$ cat config.mk
export PLATFORM = sky130hd
export DESIGN_NAME = irq_status_unit
export DESIGN_NICKNAME = d
export VERILOG_FILES = /design/src/rtl/irq_status_pkg.sv /design/src/rtl/irq_occupancy.sv /design/src/rtl/irq_status_reg.sv /design/src/rtl/irq_mask_reg.sv /design/src/rtl/irq_status_unit.sv
export SDC_FILE = /design/constraint.sdc
export NUM_CORES = 1
export LEC_CHECK = 0
export CORE_MARGIN = 2
export CORE_UTILIZATION = 35
export DETAILED_ROUTE_END_ITERATION = 16
export GPL_TIMING_DRIVEN = 0
export PLACE_DENSITY = 0.86
export SLEW_MARGIN = 20
export SYNTH_ARGS = -nofsm -noshare
export SYNTH_HDL_FRONTEND = slang
export SYNTH_HIERARCHICAL = 1
export SYNTH_SLANG_ARGS = --single-unit
$ cat constraint.sdc
create_clock -name clk_i -period 1.6 [get_ports clk_i]
set_input_delay 0.24 -clock clk_i [delete_from_list [all_inputs] [get_ports clk_i]]
set_output_delay 0.24 -clock clk_i [all_outputs]
set_load 0.03 [all_outputs]
$ cat src/rtl/irq_status_pkg.sv
package irq_status_pkg;
  localparam int unsigned SW = 8;
  localparam int unsigned BIT_RX_DONE  = 0;
  localparam int unsigned BIT_TX_DONE  = 1;
  localparam int unsigned BIT_TX_EMPTY = 2;
  localparam int unsigned BIT_ALLOC    = 3;
  localparam int unsigned BIT_RX_OVR   = 4;
  localparam logic [SW-1:0] ACK_CLEARABLE = 8'hD6;
  localparam logic [SW-1:0] STATUS_RESET  = 8'h04;
  typedef logic [SW-1:0] sts_t;
endpackage

$ cat src/rtl/irq_occupancy.sv
module irq_occupancy
  import irq_status_pkg::*;
#(
  parameter int unsigned LW = 3
) (
  input  logic [LW-1:0] tx_len_i,
  input  logic [LW-1:0] done_len_i,
  output sts_t          forced_o,
  output logic          done_nonempty_o
);
  always_comb begin
    forced_o               = '0;
    forced_o[BIT_TX_EMPTY] = (tx_len_i == '0);
    forced_o[BIT_TX_DONE]  = (done_len_i != '0);
    done_nonempty_o        = (done_len_i != '0);
  end
endmodule

$ cat src/rtl/irq_status_reg.sv
module irq_status_reg
  import irq_status_pkg::*;
(
  input  logic clk_i,
  input  logic rst_ni,
  input  sts_t set_i,
  input  sts_t clr_i,
  input  sts_t forced_i,
  output sts_t sts_q_o
);
  for (genvar b = 0; b < SW; b++) begin : g_bit
    logic q;
    // set and occupancy win over clear
    always_ff @(posedge clk_i or negedge rst_ni) begin
      if (!rst_ni) q <= STATUS_RESET[b];
      else         q <= (q & ~clr_i[b]) | set_i[b] | forced_i[b];
    end
    assign sts_q_o[b] = q;
  end
endmodule

$ cat src/rtl/irq_mask_reg.sv
module irq_mask_reg
  import irq_status_pkg::*;
(
  input  logic clk_i,
  input  logic rst_ni,
  input  logic we_i,
  input  sts_t wdata_i,
  output sts_t mask_o
);
  always_ff @(posedge clk_i or negedge rst_ni) begin
    if (!rst_ni)   mask_o <= '0;
    else if (we_i) mask_o <= wdata_i;
  end
endmodule

$ cat src/rtl/irq_status_unit.sv
module irq_status_unit
  import irq_status_pkg::*;
#(
  parameter int unsigned QDEPTH = 4,
  localparam int unsigned LW = $clog2(QDEPTH + 1)
) (
  input  logic          clk_i,
  input  logic          rst_ni,
  input  logic [7:0]    set_i,
  input  logic [7:0]    hw_clr_i,
  input  logic          ack_we_i,
  input  logic [7:0]    ack_data_i,
  input  logic          mask_we_i,
  input  logic [7:0]    mask_data_i,
  input  logic [LW-1:0] tx_len_i,
  input  logic [LW-1:0] done_len_i,
  output logic [7:0]    status_o,
  output logic [7:0]    mask_o,
  output logic          irq_o,
  output logic          done_pop_o
);
  sts_t forced, sts_q, clr, mask_q;
  logic done_nonempty;

  irq_occupancy #(.LW(LW)) u_occ (
    .tx_len_i        (tx_len_i),
    .done_len_i      (done_len_i),
    .forced_o        (forced),
    .done_nonempty_o (done_nonempty)
  );

  assign clr = hw_clr_i | (ack_we_i ? (ack_data_i & ACK_CLEARABLE) : '0);

  irq_status_reg u_sts (
    .clk_i    (clk_i),
    .rst_ni   (rst_ni),
    .set_i    (set_i),
    .clr_i    (clr),
    .forced_i (forced),
    .sts_q_o  (sts_q)
  );

  irq_mask_reg u_mask (
    .clk_i   (clk_i),
    .rst_ni  (rst_ni),
    .we_i    (mask_we_i),
    .wdata_i (mask_data_i),
    .mask_o  (mask_q)
  );

  // occupancy bits visible in the same cycle; hold in reset at reset value
  assign status_o   = rst_ni ? (sts_q | forced) : STATUS_RESET;
  assign mask_o     = mask_q;
  assign irq_o      = |(status_o & mask_q);
  assign done_pop_o = ack_we_i & ack_data_i[BIT_TX_DONE] & done_nonempty;
endmodule

==> run summary <==
STA
------------------------------------------------------------------------------------------
Worst setup margin ..........................................................      -140 ps
Maximum achievable frequency ................................................      575 MHz
Fraction of the cycle the final worst path needs ............................         109%
Setup violators final .......................................................            1
Setup repair after global routing missed its margin .........................          yes
Period minus WS final .......................................................      1740 ps
Final total negative setup slack ............................................      -140 ps
Pins over their slew limit ..................................................            0
Minimum hold slack ..........................................................      -243 ps
Final count of hold timing violations .......................................           16
Clock skew ..................................................................         0 ps

CLOCK TREE
------------------------------------------------------------------------------------------
Number of CTS-inserted buffers ..............................................            3
Clock edge transition at the registers on the reported setup and hold paths .        90 ps
TritonCTS clock tree ........................................................         done
Library cell used as clock root buffer ...................................... sky130_fd_sc_hd__clkbuf_4
# clock sinks ...............................................................           16
Source-to-sink clock delay at the later pin of the worst-skew pair ..........       290 ps
H-Tree Depth ................................................................            1
Number of post-CTS setup repair buffers .....................................            0
Max Buffers Root-to-Sink ....................................................            2

SYNTH
------------------------------------------------------------------------------------------
Per-instance average area after synthesis ...................................     10.5 µm²
Warning count from the yosys run ............................................            6
Count of distinct cell types in the synthesized netlist .....................           18
Sequential share of the synthesized area ....................................        43.9%
Ranking of synthesized cells by area ........................................ sky130_fd_sc_hd__dfrtp_1 41%, sky130_fd_sc_hd__buf_4 13%, sky130_fd_sc_hd__mux2_4 13%
Cells after synthesis .......................................................           87
Proportion of netlist area held by the largest area contributor .............        41.0%
Post-Synthesis Cell Area ....................................................      915 µm²
Synthesized flop and latch total ............................................           16
Area leader, netlist ........................................................ sky130_fd_sc_hd__dfrtp_1

SETUP PATH
------------------------------------------------------------------------------------------
Required @ worst endpoint ...................................................      1360 ps
Critical Path Sink Type ..................................................... primary output
R2r worst-path depth ........................................................            1
CP Data Arrival Time ........................................................      1500 ps
Worst R2R Start ............................................................. u_mask/mask_o[5]$_DFFE_PN0P_
Startpoint type of the worst setup path .....................................     register
Critical path start-end classification ...................................... register to primary output
Worst reg2reg endpoint ...................................................... u_mask/mask_o[5]$_DFFE_PN0P_
Worst setup slack for register-to-register paths ............................       780 ps
Worst-path fanout max .......................................................            2

STATUS
------------------------------------------------------------------------------------------
Outcome ..................................................................... finished, violations left
Violated checks ............................................................. hold timing, setup timing

ROUTING
------------------------------------------------------------------------------------------
Number of detailed-route iterations in the first pass .......................            4
Vias per inst ...............................................................         4.58
Remaining antenna violation count ...........................................            0
Total wirelength of the detailed-routed design ..............................      2.38 mm
DRT iter0 DRCs ..............................................................            9
DRC violation count after routing ...........................................            0
Average wire length per cell after detail routing ...........................      13.2 µm
Via count ...................................................................          825

GLOBAL ROUTING
------------------------------------------------------------------------------------------
Overall overflow remaining after global route ...............................            0
Number of global-route vias before repair ...................................          892
Initial antenna violation count .............................................            0
GR Layer Usage met2 .........................................................        35.5%
Routing usage on met3 .......................................................        2.42%
Global-route layer with the greatest usage ..................................         met2
Met1 usage ..................................................................        15.7%
Maximum number of pins on one net before global-route repair ................           18
Global-route wire length before repair ......................................      3.54 mm
Combined global-route utilization of all metal layers .......................        17.0%

HOLD PATH
------------------------------------------------------------------------------------------
Hold Crit Class ............................................................. input pin to asynchronous set/reset pin

FINAL LAYOUT
------------------------------------------------------------------------------------------
Post-Layout Inst Area .......................................................     1550 µm²
P&R area growth vs syn ......................................................        68.9%
Count of nets after finishing ...............................................          193
Total inserted antenna cells ................................................            0
Share of layout cells above drive strength 1 ................................        32.7%

POWER
------------------------------------------------------------------------------------------
Static leakage ..............................................................     0.790 nW
Worst IR Drop VDD ...........................................................       640 µV
Areal power density over the cells ..........................................   704 nW/µm²

DIE
------------------------------------------------------------------------------------------
Ports placed on the boundary ................................................           60
Die Width ...................................................................      55.1 µm
Area of the core region .....................................................     2480 µm²
Die boundary height .........................................................      55.1 µm
Overall die area ............................................................     3040 µm²
Initial Util ................................................................        36.9%
Number of cell rows .........................................................           18

PLACEMENT
------------------------------------------------------------------------------------------
Port bufs ...................................................................           55
Global placer's final weighted congestion ...................................        0.763
HPWL Detailed ...............................................................      1.92 mm
DP Area .....................................................................     1530 µm²
Pre-CTS WS ..................................................................     -1420 ps

FLOW RUN
------------------------------------------------------------------------------------------
Total of max-cap violations .................................................            0

==> area by class of cell <==
type	count	area [µm²]
Clock buffer	4	36.3
Multi-Input combinational cell	51	400
Sequential cell	16	402
Timing Repair Buffer	55	512
Inverter	8	30.0
Fill cell	220	932
Tap cell	30	37.5
Buffer	16	128
==> stage by stage <==
| stage | total power [mW] | std cells | utilization [%] | hold slack [ps] |
|---|---|---|---|---|
| floorplan | 0.656 | 92 | - | -55.6 |
| global placement | 0.841 | 177 | 61.7 | 461 |
| detailed placement | 0.851 | 177 | 61.7 | 464 |
| CTS | 1.10 | 181 | 63.2 | -200 |
| global route | 1.14 | 180 | 62.4 | -245 |
| finish | 1.09 | 180 | 62.4 | -243 |
==> layer usage <==
metal | wire (µm) | vias up | part of all wire [%]
li1 | - | 401 | -
met1 | 878 | 387 | 37
met2 | 1300 | 33 | 54
met3 | 165 | 4 | 6.9
met4 | 38 | 0 | 1.6
met5 | 0 | - | 0
==> registers in the layout (all words and copies together) (netlist names) <==
name,cells
u_mask/mask_o,8
u_sts/g_bit.q,8
==> layout by cell type, fill, tap and decap left out <==
cell type / Yosys / layout
sky130_fd_sc_hd__o21a_4: 0 / 1
sky130_fd_sc_hd__or3_4: 0 / 1
sky130_fd_sc_hd__or3b_4: 0 / 1
sky130_fd_sc_hd__clkbuf_2: 0 / 7
sky130_fd_sc_hd__dfrtp_1: 15 / 15
sky130_fd_sc_hd__nor2_1: 8 / 8
sky130_fd_sc_hd__dlygate4sd2_1: 0 / 7
sky130_fd_sc_hd__mux2_4: 8 / 8
sky130_fd_sc_hd__clkbuf_8: 0 / 1
sky130_fd_sc_hd__clkdlybuf4s50_1: 0 / 30
sky130_fd_sc_hd__nor3_2: 0 / 1
sky130_fd_sc_hd__nand4_1: 1 / 1
sky130_fd_sc_hd__clkdlybuf4s15_2: 0 / 1
sky130_fd_sc_hd__buf_4: 16 / 14
sky130_fd_sc_hd__a21o_1: 5 / 5
sky130_fd_sc_hd__clkdlybuf4s15_1: 0 / 1
sky130_fd_sc_hd__and3_1: 1 / 1
sky130_fd_sc_hd__buf_6: 1 / 5
sky130_fd_sc_hd__a22oi_2: 1 / 3
sky130_fd_sc_hd__inv_1: 8 / 8
sky130_fd_sc_hd__o21a_1: 7 / 6
sky130_fd_sc_hd__buf_2: 0 / 2
sky130_fd_sc_hd__dfstp_2: 1 / 1
sky130_fd_sc_hd__dlymetal6s2s_1: 0 / 4
sky130_fd_sc_hd__conb_1: 1 / 6
sky130_fd_sc_hd__a22oi_1: 3 / 1
sky130_fd_sc_hd__clkbuf_4: 0 / 3
sky130_fd_sc_hd__o21ai_1: 8 / 8
==> worst max-delay path, stage by stage (launching register included) <==
cell,delay (ps)
sky130_fd_sc_hd__dfstp_2,380
sky130_fd_sc_hd__or3b_4,400
sky130_fd_sc_hd__a22oi_2,150
sky130_fd_sc_hd__nand4_1,120
sky130_fd_sc_hd__buf_6,160
==> power by group <==
group,internal [mW],total (mW),switching (mW),leakage (nW)
logic,0.198,0.360,0.162,0.597
registers,0.436,0.461,0.0252,0.171
clock network,0.139,0.268,0.129,0.0210
total,0.772,1.09,0.316,0.790
==> repair_timing <==
action / in CTS / in global routing
endpoints found under the setup margin: 17 / 9
gates resized for setup: 52 / 20
pin swaps: 4 / 6
hold endpoints to repair: 15 / 16
==> cells in the mapped netlist <==
library cell / count
sky130_fd_sc_hd__dfstp_2: 1
sky130_fd_sc_hd__nand4_1: 1
sky130_fd_sc_hd__or3b_1: 1
sky130_fd_sc_hd__a22oi_1: 3
sky130_fd_sc_hd__inv_1: 8
sky130_fd_sc_hd__nor3_1: 1
sky130_fd_sc_hd__dfrtp_1: 15
sky130_fd_sc_hd__o21a_1: 7
sky130_fd_sc_hd__buf_4: 16
sky130_fd_sc_hd__a22oi_2: 1
sky130_fd_sc_hd__conb_1: 1
sky130_fd_sc_hd__buf_6: 1
sky130_fd_sc_hd__nor2_1: 8
sky130_fd_sc_hd__mux2_4: 8
sky130_fd_sc_hd__and3_1: 1
sky130_fd_sc_hd__o21ai_1: 8
sky130_fd_sc_hd__a21o_1: 5
sky130_fd_sc_hd__or3_1: 1
==> cells by family (layout without fill, tap and decap cells) <==
kind of cell	after synthesis	after routing	synth area share, %
flops	16	16	43.9
compound gates	24	24	18.1
mux	8	8	13.1
other cells	1	6	0.410
simple gates	13	13	6.84
buf+inv	25	83	17.6
==> worst max path at each step <==
stage	start	slack, ps	endpoint	cells past startpoint
after CTS	u_sts/g_bit[2].q$_DFF_PN1_	-200	irq_o	5
final	u_sts/g_bit[2].q$_DFF_PN1_	-140	irq_o	4
after detailed placement	rst_ni	-1420	irq_o	6
after global placement	rst_ni	-1380	irq_o	6
after global routing	u_sts/g_bit[2].q$_DFF_PN1_	-200	irq_o	4
after floorplan	done_len_i[1]	-100	irq_o	5
Note: power is estimated with default switching activity, not from simulation.
